===== config.mk =====
export PLATFORM = sky130hd
export DESIGN_NAME = iec_subframe_packer
export DESIGN_NICKNAME = d
export VERILOG_FILES = /design/src/rtl/iecpk_pkg.sv /design/src/rtl/iecpk_seq.sv /design/src/rtl/iecpk_cs_sel.sv /design/src/rtl/iecpk_fmt.sv /design/src/rtl/iecpk_out_stage.sv /design/src/rtl/iec_subframe_packer.sv
export SDC_FILE = /design/constraint.sdc
export NUM_CORES = 1
export LEC_CHECK = 0
export BUFFER_PORTS_ARGS = -buffer_cell sky130_fd_sc_hd__buf_2
export CORE_UTILIZATION = 40
export DETAILED_ROUTE_END_ITERATION = 10
export SYNTH_ARGS = -nofsm -noshare
export SYNTH_HDL_FRONTEND = slang
export SYNTH_SLANG_ARGS = --single-unit

===== constraint.sdc =====
create_clock -name clk -period 3.01 [get_ports clk]
set_input_delay 0.1505 -clock clk [delete_from_list [all_inputs] [get_ports clk]]
set_output_delay 0.1505 -clock clk [all_outputs]
set_load 0.02 [all_outputs]

===== src/rtl/iecpk_pkg.sv =====
// Shared definitions for the IEC-60958 subframe packer.
// Assumes a 32-bit output word with the flag nibble directly above a
// 24-bit sample and the block-start flag directly above the flags.
package iecpk_pkg;

    typedef enum logic {
        FMT_PCM = 1'b0,
        FMT_PRE = 1'b1
    } fmt_e;

    localparam int SAMPLE_W    = 24;
    localparam int POS_VALID   = 24;
    localparam int POS_USER    = 25;
    localparam int POS_CSTAT   = 26;
    localparam int POS_PARITY  = 27;
    localparam int POS_BLOCK   = 28;

    // Channel-number field inside each channel's status copy (upper nibble of byte 2)
    localparam int CHNUM_LSB   = 20;
    localparam int CHNUM_W     = 4;

    // Pre-formatted input layout
    localparam int PRE_SHIFT   = 4;
    localparam int PRE_BLK_SRC = 3;

endpackage


===== src/rtl/iecpk_seq.sv =====
// Frame/channel sequencer.
// Counts accepted subframes: a channel index cycles 0..n_ch-1 and a frame
// index advances after the last channel, wrapping at BLOCK_FRAMES.
// Assumes n_ch_i lies in 1..MAX_CH and changes only together with clear_i.
module iecpk_seq #(
    parameter int MAX_CH       = 8,
    parameter int BLOCK_FRAMES = 192,
    localparam int CH_W        = $clog2(MAX_CH),
    localparam int NCH_W       = $clog2(MAX_CH + 1),
    localparam int FR_W        = $clog2(BLOCK_FRAMES)
) (
    input  logic             clk,
    input  logic             rst_n,
    input  logic             clear_i,
    input  logic             advance_i,
    input  logic [NCH_W-1:0] n_ch_i,
    output logic [CH_W-1:0]  ch_o,
    output logic [FR_W-1:0]  frame_o
);

    logic [CH_W-1:0] ch_q;
    logic [FR_W-1:0] fr_q;
    logic            ch_last;
    logic            fr_last;

    // Decode the end of a frame and the end of a block
    always_comb begin
        ch_last = (NCH_W'(ch_q) + NCH_W'(1)) == n_ch_i;
        fr_last = fr_q == FR_W'(BLOCK_FRAMES - 1);
    end

    // Step the channel and frame counters once per accepted subframe
    always_ff @(posedge clk) begin
        if (!rst_n || clear_i) begin
            ch_q <= '0;
            fr_q <= '0;
        end else if (advance_i) begin
            if (ch_last) begin
                ch_q <= '0;
                fr_q <= fr_last ? '0 : fr_q + FR_W'(1);
            end else begin
                ch_q <= ch_q + CH_W'(1);
            end
        end
    end

    assign ch_o    = ch_q;
    assign frame_o = fr_q;

    AST_FRAME_WRAP: assert property (@(posedge clk) disable iff (!rst_n)
        (advance_i && !clear_i && ch_last && fr_last) |=> (fr_q == '0 && ch_q == '0));

    AST_FRAME_RANGE: assert property (@(posedge clk) disable iff (!rst_n)
        fr_q < FR_W'(BLOCK_FRAMES));

    AST_CH_BOUND: assert property (@(posedge clk) disable iff (!rst_n)
        NCH_W'(ch_q) < n_ch_i);

endmodule


===== src/rtl/iecpk_cs_sel.sv =====
// Channel-status bit selector.
// Builds one status copy per channel from the seed, with the channel number
// (plus one) written into the channel-number field, and picks the bit for
// the current frame. Frames at or beyond STATUS_BITS carry zero.
// Also flags the first subframe of a block. Purely combinational.
module iecpk_cs_sel
    import iecpk_pkg::*;
#(
    parameter int MAX_CH       = 8,
    parameter int BLOCK_FRAMES = 192,
    parameter int STATUS_BITS  = 32,
    localparam int CH_W        = $clog2(MAX_CH),
    localparam int FR_W        = $clog2(BLOCK_FRAMES),
    localparam int SB_W        = $clog2(STATUS_BITS)
) (
    input  logic [STATUS_BITS-1:0] seed_i,
    input  logic [CH_W-1:0]        ch_i,
    input  logic [FR_W-1:0]        frame_i,
    output logic                   cs_bit_o,
    output logic                   blk_o
);

    localparam logic [STATUS_BITS-1:0] FIELD_MASK =
        STATUS_BITS'(((1 << CHNUM_W) - 1) << CHNUM_LSB);

    logic [STATUS_BITS-1:0] chan_word [MAX_CH];

    // One status copy per channel, differing only in the channel-number field
    for (genvar c = 0; c < MAX_CH; c++) begin : g_chan
        assign chan_word[c] = (seed_i & ~FIELD_MASK) |
                              (STATUS_BITS'(c + 1) << CHNUM_LSB);
    end

    // Pick the status bit for this frame and flag the block start
    always_comb begin
        if (frame_i < FR_W'(STATUS_BITS))
            cs_bit_o = chan_word[ch_i][frame_i[SB_W-1:0]];
        else
            cs_bit_o = 1'b0;
        blk_o = (frame_i == '0) && (ch_i == '0);
    end

endmodule


===== src/rtl/iecpk_fmt.sv =====
// Subframe formatter.
// Raw PCM: keeps the 24-bit sample, inserts the channel-status bit and even
// parity, leaves user/validity at zero and sets the block flag as told.
// Pre-formatted: shifts the fields down and moves the block-start preamble
// bit into the block flag position. Purely combinational.
module iecpk_fmt
    import iecpk_pkg::*;
#(
    parameter int DATA_W = 32
) (
    input  fmt_e              fmt_i,
    input  logic [DATA_W-1:0] din_i,
    input  logic              cs_bit_i,
    input  logic              blk_i,
    output logic [DATA_W-1:0] dout_o
);

    // Build the packed word for the selected input format
    always_comb begin
        dout_o = '0;
        if (fmt_i == FMT_PCM) begin
            dout_o[SAMPLE_W-1:0] = din_i[SAMPLE_W-1:0];
            dout_o[POS_CSTAT]    = cs_bit_i;
            dout_o[POS_PARITY]   = ^{cs_bit_i, din_i[SAMPLE_W-1:0]};
            dout_o[POS_USER]     = 1'b0;
            dout_o[POS_VALID]    = 1'b0;
            dout_o[POS_BLOCK]    = blk_i;
        end else begin
            dout_o = DATA_W'(din_i >> PRE_SHIFT);
            dout_o[POS_BLOCK] = din_i[PRE_BLK_SRC];
        end
    end

endmodule


===== src/rtl/iecpk_out_stage.sv =====
// Output register with valid/ready.
// Holds one word; accepts a new word when empty or when the held word is
// leaving in the same cycle, so a ready sink sees one word per cycle.
// A flush empties the register and blocks acceptance in that cycle.
module iecpk_out_stage #(
    parameter int DATA_W = 32
) (
    input  logic              clk,
    input  logic              rst_n,
    input  logic              flush_i,
    input  logic              in_valid_i,
    input  logic [DATA_W-1:0] in_data_i,
    output logic              in_ready_o,
    output logic              out_valid_o,
    output logic [DATA_W-1:0] out_data_o,
    input  logic              out_ready_i
);

    logic              vld_q;
    logic [DATA_W-1:0] dat_q;
    logic              take;

    // Accept when not flushing and the slot is free or draining
    always_comb begin
        in_ready_o = !flush_i && (!vld_q || out_ready_i);
        take       = in_valid_i && in_ready_o;
    end

    // Track occupancy of the output slot
    always_ff @(posedge clk) begin
        if (!rst_n || flush_i)
            vld_q <= 1'b0;
        else if (take)
            vld_q <= 1'b1;
        else if (out_ready_i)
            vld_q <= 1'b0;
    end

    // Capture the word on acceptance
    always_ff @(posedge clk) begin
        if (!rst_n)
            dat_q <= '0;
        else if (take)
            dat_q <= in_data_i;
    end

    assign out_valid_o = vld_q;
    assign out_data_o  = dat_q;

    AST_HOLD_STALL: assert property (@(posedge clk) disable iff (!rst_n)
        (vld_q && !out_ready_i && !flush_i) |=> (vld_q && $stable(dat_q)));

    AST_FLUSH_EMPTY: assert property (@(posedge clk) disable iff (!rst_n)
        flush_i |=> !vld_q);

endmodule


===== src/rtl/iec_subframe_packer.sv =====
// PCM to IEC-60958 subframe packer (top).
// Captures format, channel count (clamped to MIN_CH..MAX_CH) and status
// seed on start_i, sequences frames/channels over accepted words, formats
// each word and registers it at the output. Assumes start_i is a
// synchronous pulse; input words are not accepted while it is high.
module iec_subframe_packer
    import iecpk_pkg::*;
#(
    parameter int MAX_CH       = 8,
    parameter int MIN_CH       = 2,
    parameter int BLOCK_FRAMES = 192,
    parameter int STATUS_BITS  = 32,
    parameter int DATA_W       = 32,
    localparam int NCH_W       = $clog2(MAX_CH + 1),
    localparam int CH_W        = $clog2(MAX_CH),
    localparam int FR_W        = $clog2(BLOCK_FRAMES)
) (
    input  logic                   clk,
    input  logic                   rst_n,
    input  logic                   start_i,
    input  logic                   fmt_i,
    input  logic [NCH_W-1:0]       nch_i,
    input  logic [STATUS_BITS-1:0] cs_seed_i,
    input  logic                   s_valid_i,
    input  logic [DATA_W-1:0]      s_data_i,
    output logic                   s_ready_o,
    output logic                   m_valid_o,
    output logic [DATA_W-1:0]      m_data_o,
    input  logic                   m_ready_i
);

    fmt_e                   fmt_q;
    logic [NCH_W-1:0]       nch_q;
    logic [NCH_W-1:0]       nch_clamped;
    logic [STATUS_BITS-1:0] seed_q;
    logic [CH_W-1:0]        ch_idx;
    logic [FR_W-1:0]        fr_idx;
    logic                   cs_bit;
    logic                   blk_flag;
    logic [DATA_W-1:0]      packed_word;
    logic                   accept;

    // Limit the requested channel count to the supported range
    always_comb begin
        if (nch_i < NCH_W'(MIN_CH))
            nch_clamped = NCH_W'(MIN_CH);
        else if (nch_i > NCH_W'(MAX_CH))
            nch_clamped = NCH_W'(MAX_CH);
        else
            nch_clamped = nch_i;
    end

    // Hold the stream configuration from one start to the next
    always_ff @(posedge clk) begin
        if (!rst_n) begin
            fmt_q  <= FMT_PCM;
            nch_q  <= NCH_W'(MIN_CH);
            seed_q <= '0;
        end else if (start_i) begin
            fmt_q  <= fmt_e'(fmt_i);
            nch_q  <= nch_clamped;
            seed_q <= cs_seed_i;
        end
    end

    assign accept = s_valid_i && s_ready_o;

    iecpk_seq #(
        .MAX_CH       (MAX_CH),
        .BLOCK_FRAMES (BLOCK_FRAMES)
    ) u_seq (
        .clk       (clk),
        .rst_n     (rst_n),
        .clear_i   (start_i),
        .advance_i (accept),
        .n_ch_i    (nch_q),
        .ch_o      (ch_idx),
        .frame_o   (fr_idx)
    );

    iecpk_cs_sel #(
        .MAX_CH       (MAX_CH),
        .BLOCK_FRAMES (BLOCK_FRAMES),
        .STATUS_BITS  (STATUS_BITS)
    ) u_cs (
        .seed_i   (seed_q),
        .ch_i     (ch_idx),
        .frame_i  (fr_idx),
        .cs_bit_o (cs_bit),
        .blk_o    (blk_flag)
    );

    iecpk_fmt #(
        .DATA_W (DATA_W)
    ) u_fmt (
        .fmt_i    (fmt_q),
        .din_i    (s_data_i),
        .cs_bit_i (cs_bit),
        .blk_i    (blk_flag),
        .dout_o   (packed_word)
    );

    iecpk_out_stage #(
        .DATA_W (DATA_W)
    ) u_out (
        .clk         (clk),
        .rst_n       (rst_n),
        .flush_i     (start_i),
        .in_valid_i  (s_valid_i),
        .in_data_i   (packed_word),
        .in_ready_o  (s_ready_o),
        .out_valid_o (m_valid_o),
        .out_data_o  (m_data_o),
        .out_ready_i (m_ready_i)
    );

    AST_PARITY_EVEN: assert property (@(posedge clk) disable iff (!rst_n)
        (m_valid_o && fmt_q == FMT_PCM) |-> (^m_data_o[POS_PARITY:0] == 1'b0));

    AST_UV_ZERO: assert property (@(posedge clk) disable iff (!rst_n)
        (m_valid_o && fmt_q == FMT_PCM) |->
        (m_data_o[POS_USER:POS_VALID] == 2'b00 && m_data_o[DATA_W-1:POS_BLOCK+1] == '0));

    AST_PRE_TOP_ZERO: assert property (@(posedge clk) disable iff (!rst_n)
        (m_valid_o && fmt_q == FMT_PRE) |-> (m_data_o[DATA_W-1:POS_BLOCK+1] == '0));

    AST_NO_TAKE_IN_START: assert property (@(posedge clk) disable iff (!rst_n)
        start_i |-> !s_ready_o);

endmodule


* After elaboration in Yosys (flattened, before gate mapping) *
Index checks and enable logic that the tools add are counted.

cells by class
  add/sub/neg operators = 3
  $mul = 0
  divide/modulo/power cells = 0
  magnitude comparators = 5
  eq/ne operators = 2
  shifts and indexed selects = 0
  mux-type cells = 13
  bitwise operators = 1
  reduce and logical (&&, ||, !) cells = 13

operator list
  kind                   number
  $bmux W32 S3           1
  $mux W32               2
  $mux W29               1
  $reduce_xor A25 Y1     1
  $add A8 B1 Y8 const B  1
  $eq A8 B8 Y1 const B   1
  $logic_not A8 Y1       1
  $lt A8 B6 Y1 const B   1
  $mux W4                2
  $mux W8                1
  $lt A5 B6 Y1 const B   1
  $bmux W1 S5            1
  $add A3 B1 Y4 const B  1
  $eq A4 B4 Y1           1
  $ge A4 B4 Y1 const B   1
  $gt A4 B4 Y1 const B   1
  $lt A4 B2 Y1 const B   1
  $mux W1                4
  $not A3 Y4             1
  $add A3 B1 Y3 const B  1
  $logic_and A1 B1 Y1    3
  $logic_not A1 Y1       3
  $logic_not A3 Y1       1
  $mux W3                1
  other kinds (3)        4

word-level totals
  flip-flop bits (word level) = 78
  bits in latches = 0
  bits in writable memories = 0
  memory bits (read-only) = 0
  bits of input ports = 74
  output and inout bits = 34
  memories = 0

* Logic depth before layout (Yosys ltp) *
  depth after elaboration = 9
  mapped depth = 9

* Modules after synthesis *
Synthesis repeated with hierarchy kept, for this count alone.

unflattened totals
  cell total of the unflattened synthesis = 452
  area total of the unflattened synthesis = 4,491.8 um^2

by module, submodules not included
  module               instances  cells each  area each (um^2)
  iec_subframe_packer  1          126         1,462.7
  iecpk_out_stage      1          145         1,365.1
  iecpk_seq            1          79          683.2
  iecpk_fmt            1          59          579.3
  iecpk_cs_sel         1          43          401.6

* Worst setup path before layout *
No wires, ideal clock.

  kind = flip-flop to flip-flop
  start point = reg u_seq.ch_q[0] (netlist: u_seq.ch_o[0])
  end point = reg u_seq.fr_q[6] (netlist: u_seq.frame_o[6])
  library setup time = 0.070 ns
  data arrival time = 2.031 ns
  data required time = 2.940 ns
  setup slack = 0.909 ns
  cell stages (with the launch flop) = 10
  buffers on the path = 1
  cells stage by stage = dfxtp_1 -> ha_1 -> ha_1 -> xor2_1 -> nor3_1 -> and3_1 -> buf_2 -> nand4_1 -> or3_1 -> a21oi_1

between the ends
  word-level cells in the longest chain between the ends = 3

RTL lines
  item                                line             RTL
  start: declaration                  iecpk_seq.sv:21  logic [CH_W-1:0] ch_q;
  start signal: assignment            iecpk_seq.sv:42  ch_q <= ch_q + CH_W'(1);
  $add A3 B1 Y4                       iecpk_seq.sv:28  ch_last = (NCH_W'(ch_q) + NCH_W'(1)) == n_ch_i;
  $eq A4 B4 Y1                        iecpk_seq.sv:28
  $reduce_and A2 Y1 (no source line)  --
  end signal: assignment              iecpk_seq.sv:40  fr_q <= fr_last ? '0 : fr_q + FR_W'(1);
  end: declaration                    iecpk_seq.sv:22  logic [FR_W-1:0] fr_q;

No other way between the ends.
A chain may end at the register's enable or synchronous reset.

* Final worst setup path *
  start point = reg u_seq.ch_q[0] (netlist: u_seq.ch_o[0])
  end point = reg u_seq.fr_q[7] (netlist: u_seq.frame_o[7])

The elaborated chain is that of the path after synthesis.

==> insert_results.sql <==
INSERT INTO impl_metrics (metric_group, metric, value, unit) VALUES
('outcome', 'status', 'finished, final reports clean', ''),
('setup_path', 'worstSetupStartpointType', 'flip-flop', ''),
('clock_network', 'cts_tree', 'done', ''),
('grt', 'global_route.overflow_total', '0', ''),
('yosys', 'postSynth.topFlopCell', 'sky130_fd_sc_hd__dfxtp_1', ''),
('die', 'placeableCoreArea', '8890', 'sq um'),
('clock_network', 'post_cts_setup_driven_buffer_insertion_count', '0', ''),
('final_layout', 'syn2layout_area_growth', '18.6', '%'),
('placement', 'post-dp-hpwl', '5790', 'um'),
('setup_path', 'worstSetupEndpointType', 'flip-flop', ''),
('setup_path', 'reg2reg_slack', '0.61', 'ns'),
('detailed_routing', 'drc_errors', '0', ''),
('detailed_routing', 'route.detailed.vias_per_inst', '5.02', ''),
('die', 'die_area', '9740', 'sq um'),
('setup_path', 'timing.critical_path.fanout_max', '10', ''),
('clock_network', 'cell_chosen_for_the_clock_root', 'sky130_fd_sc_hd__clkbuf_8', ''),
('setup_path', 'r2r_start', 'u_seq.ch_o[0]', ''),
('grt', 'grt.total_usage', '17.3', '%'),
('sta', 'max_slew.worst_pin.slew', '0.890', 'ns'),
('final_layout', 'final_util', '49.9', '%'),
('final_layout', 'layout-drive-gt1-share', '27.6', '%'),
('grt', 'grt_first_pass_wirelength', '13300', 'um'),
('final_layout', 'antenna-diode-count', '0', ''),
('placement', 'dp_worst_setup_slack', '0.608', 'ns'),
('hold_path', 'hold-path-endpoint', 'u_out.out_valid_o', ''),
('sta', 'timing.slew.headroom', '40.7', '%'),
('yosys', 'syn_area', '3740', 'sq um'),
('final_layout', 'stdcell_count', '576', ''),
('yosys', 'post_synth_inst_count', '377', ''),
('sta', 'timing.setup.tns', '0', 'ns'),
('power', 'peakVddDrop', '0.217', 'mV'),
('setup_path', 'reg2reg_depth', '8', ''),
('setup_path', 'crit_type', 'flip-flop to flip-flop', ''),
('yosys', 'synthArstFlopShare', '0', '%'),
('sta', 'layout_worst_path_cycle_share', '79.8', '%'),
('power', 'total_leakage_power', '2.12', 'nW'),
('yosys', 'sequential_to_total_area_share_from_yosys_stat', '39.6', '%'),
('detailed_routing', 'routed_length_per_placed_instance', '14.2', 'um'),
('detailed_routing', 'detail_route.wirelength', '8190', 'um'),
('grt', 'grt_max_degree', '63', ''),
('placement', 'gp_congestion', '0.788', ''),
('sta', 'achievable-frequency', '416', 'MHz'),
('die', 'number_of_placed_i_o_pins', '108', ''),
('yosys', 'ys_ff_latch', '74', ''),
('clock_network', 'htree_num_levels', '3', ''),
('sta', 'final_max_slew_viol_count', '0', ''),
('placement', 'port_buffers', '100', ''),
('detailed_routing', 'detailedRoute.firstPassIterationCount', '4', ''),
('clock_network', 'clock_insertion_delay_worst_skew', '0.34', 'ns'),
('sta', 'setup_viol_count_final', '0', ''),
('sta', 'finalCriticalPeriod', '2.40', 'ns'),
('detailed_routing', 'antenna_violating_nets_post_route', '0', ''),
('final_layout', 'design.final.nets', '544', ''),
('grt', 'antenna_found_initial', '0', ''),
('grt', 'grt_pass1_vias', '2738', ''),
('clock_network', 'clockBufferDepth', '2', ''),
('yosys', 'ys_types', '40', ''),
('die', 'die_height', '98.7', 'um'),
('clock_network', 'cts.reportedPaths.clkPinSlew', '0.07', 'ns'),
('clock_network', 'cts_resized', '0', ''),
('clock_network', 'hold_buffers', '0', ''),
('detailed_routing', 'detailroute.via_count', '2891', ''),
('die', 'initial_core_util', '42.1', '%'),
('hold_path', 'hold_wc_startpoint', 's_valid_i', ''),
('clock_network', 'numCtsBuffers', '9', ''),
('hold_path', 'hold_path.class', 'input pin to flip-flop', ''),
('hold_path', 'whs_path_depth', '3', ''),
('yosys', 'post-synth-top-area-cell', 'sky130_fd_sc_hd__dfxtp_1', ''),
('yosys', 'synth_top_cell_area_share', '39.6', '%'),
('clock_network', 'cts_sinks', '74', ''),
('yosys', 'post_syn_area_per_cell', '9.92', 'sq um');
-- stage by stage --
step | hold slack [ns] | cell area (sq um)
after global placement | 0.397 | 4290
after floorplan | 0.271 | 3750
after global routing | 0.0600 | 4440
final | 0.0639 | 4440
after detailed placement | 0.405 | 4290
after CTS | 0.0481 | 4440
-- report_power, final --
part	switching (mW)	internal, mW	leakage (nW)	total, mW
combinational	0.198	0.208	1.43	0.406
clock	0.351	0.290	0.0827	0.640
sequential	0.0399	1.03	0.608	1.07
-- flip-flops by register name (all words and copies together), names as in the netlist --
name and cells:
seed_q 28, fmt_q 1, nch_q 4, u_out.out_valid_o 1, u_seq.ch_o 3, u_seq.frame_o 8, u_out.out_data_o 29
-- cells by family after synthesis --
| family | after synthesis | synth area share [%] |
|---|---|---|
| AND/OR/NAND/NOR | 112 | 15.2 |
| flip-flops | 74 | 39.6 |
| multiplexers | 65 | 19.8 |
| AO/OA/AOI/OAI | 50 | 11.1 |
| buffers and inverters | 36 | 4.11 |
| XOR/XNOR | 33 | 8.09 |
| adder cells (fa/ha/maj) | 6 | 2.01 |
| other | 1 | 0.100 |
-- cell usage after synthesis (all sizes together) (4+ instances only) --
library cell  count
a21oi             9
buf              12
clkbuf           17
dfxtp            74
ha                6
inv               7
mux2i            56
mux4              7
nand2            41
nand2b            4
nand4             5
nor2             13
nor2b            33
o211a            25
xnor2            23
xor2              9
-- placed cells by master, fill, tap and decap left out, types with 4 or more instances in the layout --
cell type                  instances
sky130_fd_sc_hd__a21oi_1           9
sky130_fd_sc_hd__buf_2           100
sky130_fd_sc_hd__clkbuf_8          9
sky130_fd_sc_hd__clkinv_2          4
sky130_fd_sc_hd__dfxtp_1          73
sky130_fd_sc_hd__ha_1              6
sky130_fd_sc_hd__inv_1             7
sky130_fd_sc_hd__mux2i_1          56
sky130_fd_sc_hd__mux4_2            7
sky130_fd_sc_hd__nand2_1          41
sky130_fd_sc_hd__nand2b_1          4
sky130_fd_sc_hd__nand4_1           5
sky130_fd_sc_hd__nor2_1           13
sky130_fd_sc_hd__nor2b_1          33
sky130_fd_sc_hd__o211a_1          25
sky130_fd_sc_hd__xnor2_1          23
sky130_fd_sc_hd__xor2_1            9
-- worst max path at each step --
stage / startpoint / to / slack [ns]
floorplan: u_seq.ch_o[0] / u_seq.frame_o[6] / 0.91
global placement: u_seq.ch_o[0] / u_seq.frame_o[6] / 0.68
detailed placement: u_seq.ch_o[0] / u_seq.frame_o[7] / 0.61
CTS: u_seq.ch_o[0] / u_seq.frame_o[7] / 0.60
global route: u_seq.ch_o[0] / u_seq.frame_o[5] / 0.39
finish: u_seq.ch_o[0] / u_seq.frame_o[7] / 0.61
-- metal layers --
metal	global-route usage [%]	share of wire (%)	vias up
met4	6.54	1.2	0
met3	4.33	5.1	10
met1	23.2	49	1347
li1	-	-	1473
met2	26.9	45	61
met5	0	0	-
-- worst max-delay path: stages (launching register included) --
cell and delay, ns:
sky130_fd_sc_hd__dfxtp_1 0.37, sky130_fd_sc_hd__ha_1 0.24, sky130_fd_sc_hd__ha_1 0.30, sky130_fd_sc_hd__xor2_1 0.15, sky130_fd_sc_hd__nor3_1 0.19, sky130_fd_sc_hd__and3_1 0.40
sky130_fd_sc_hd__nand4_1 0.19, sky130_fd_sc_hd__o21bai_1 0.36, sky130_fd_sc_hd__nor2_1 0.09
-- area by class of cell --
cell class	instances	area (sq um)
well taps	108	135
inverters	7	26.3
fillers	853	4450
flip-flops and latches	74	1480
clock inverters	4	20.0
multi-input cells	269	2120
repair buffers	103	523
clock buffers	11	131
No activity file was read; power rests on OpenSTA's default activity.
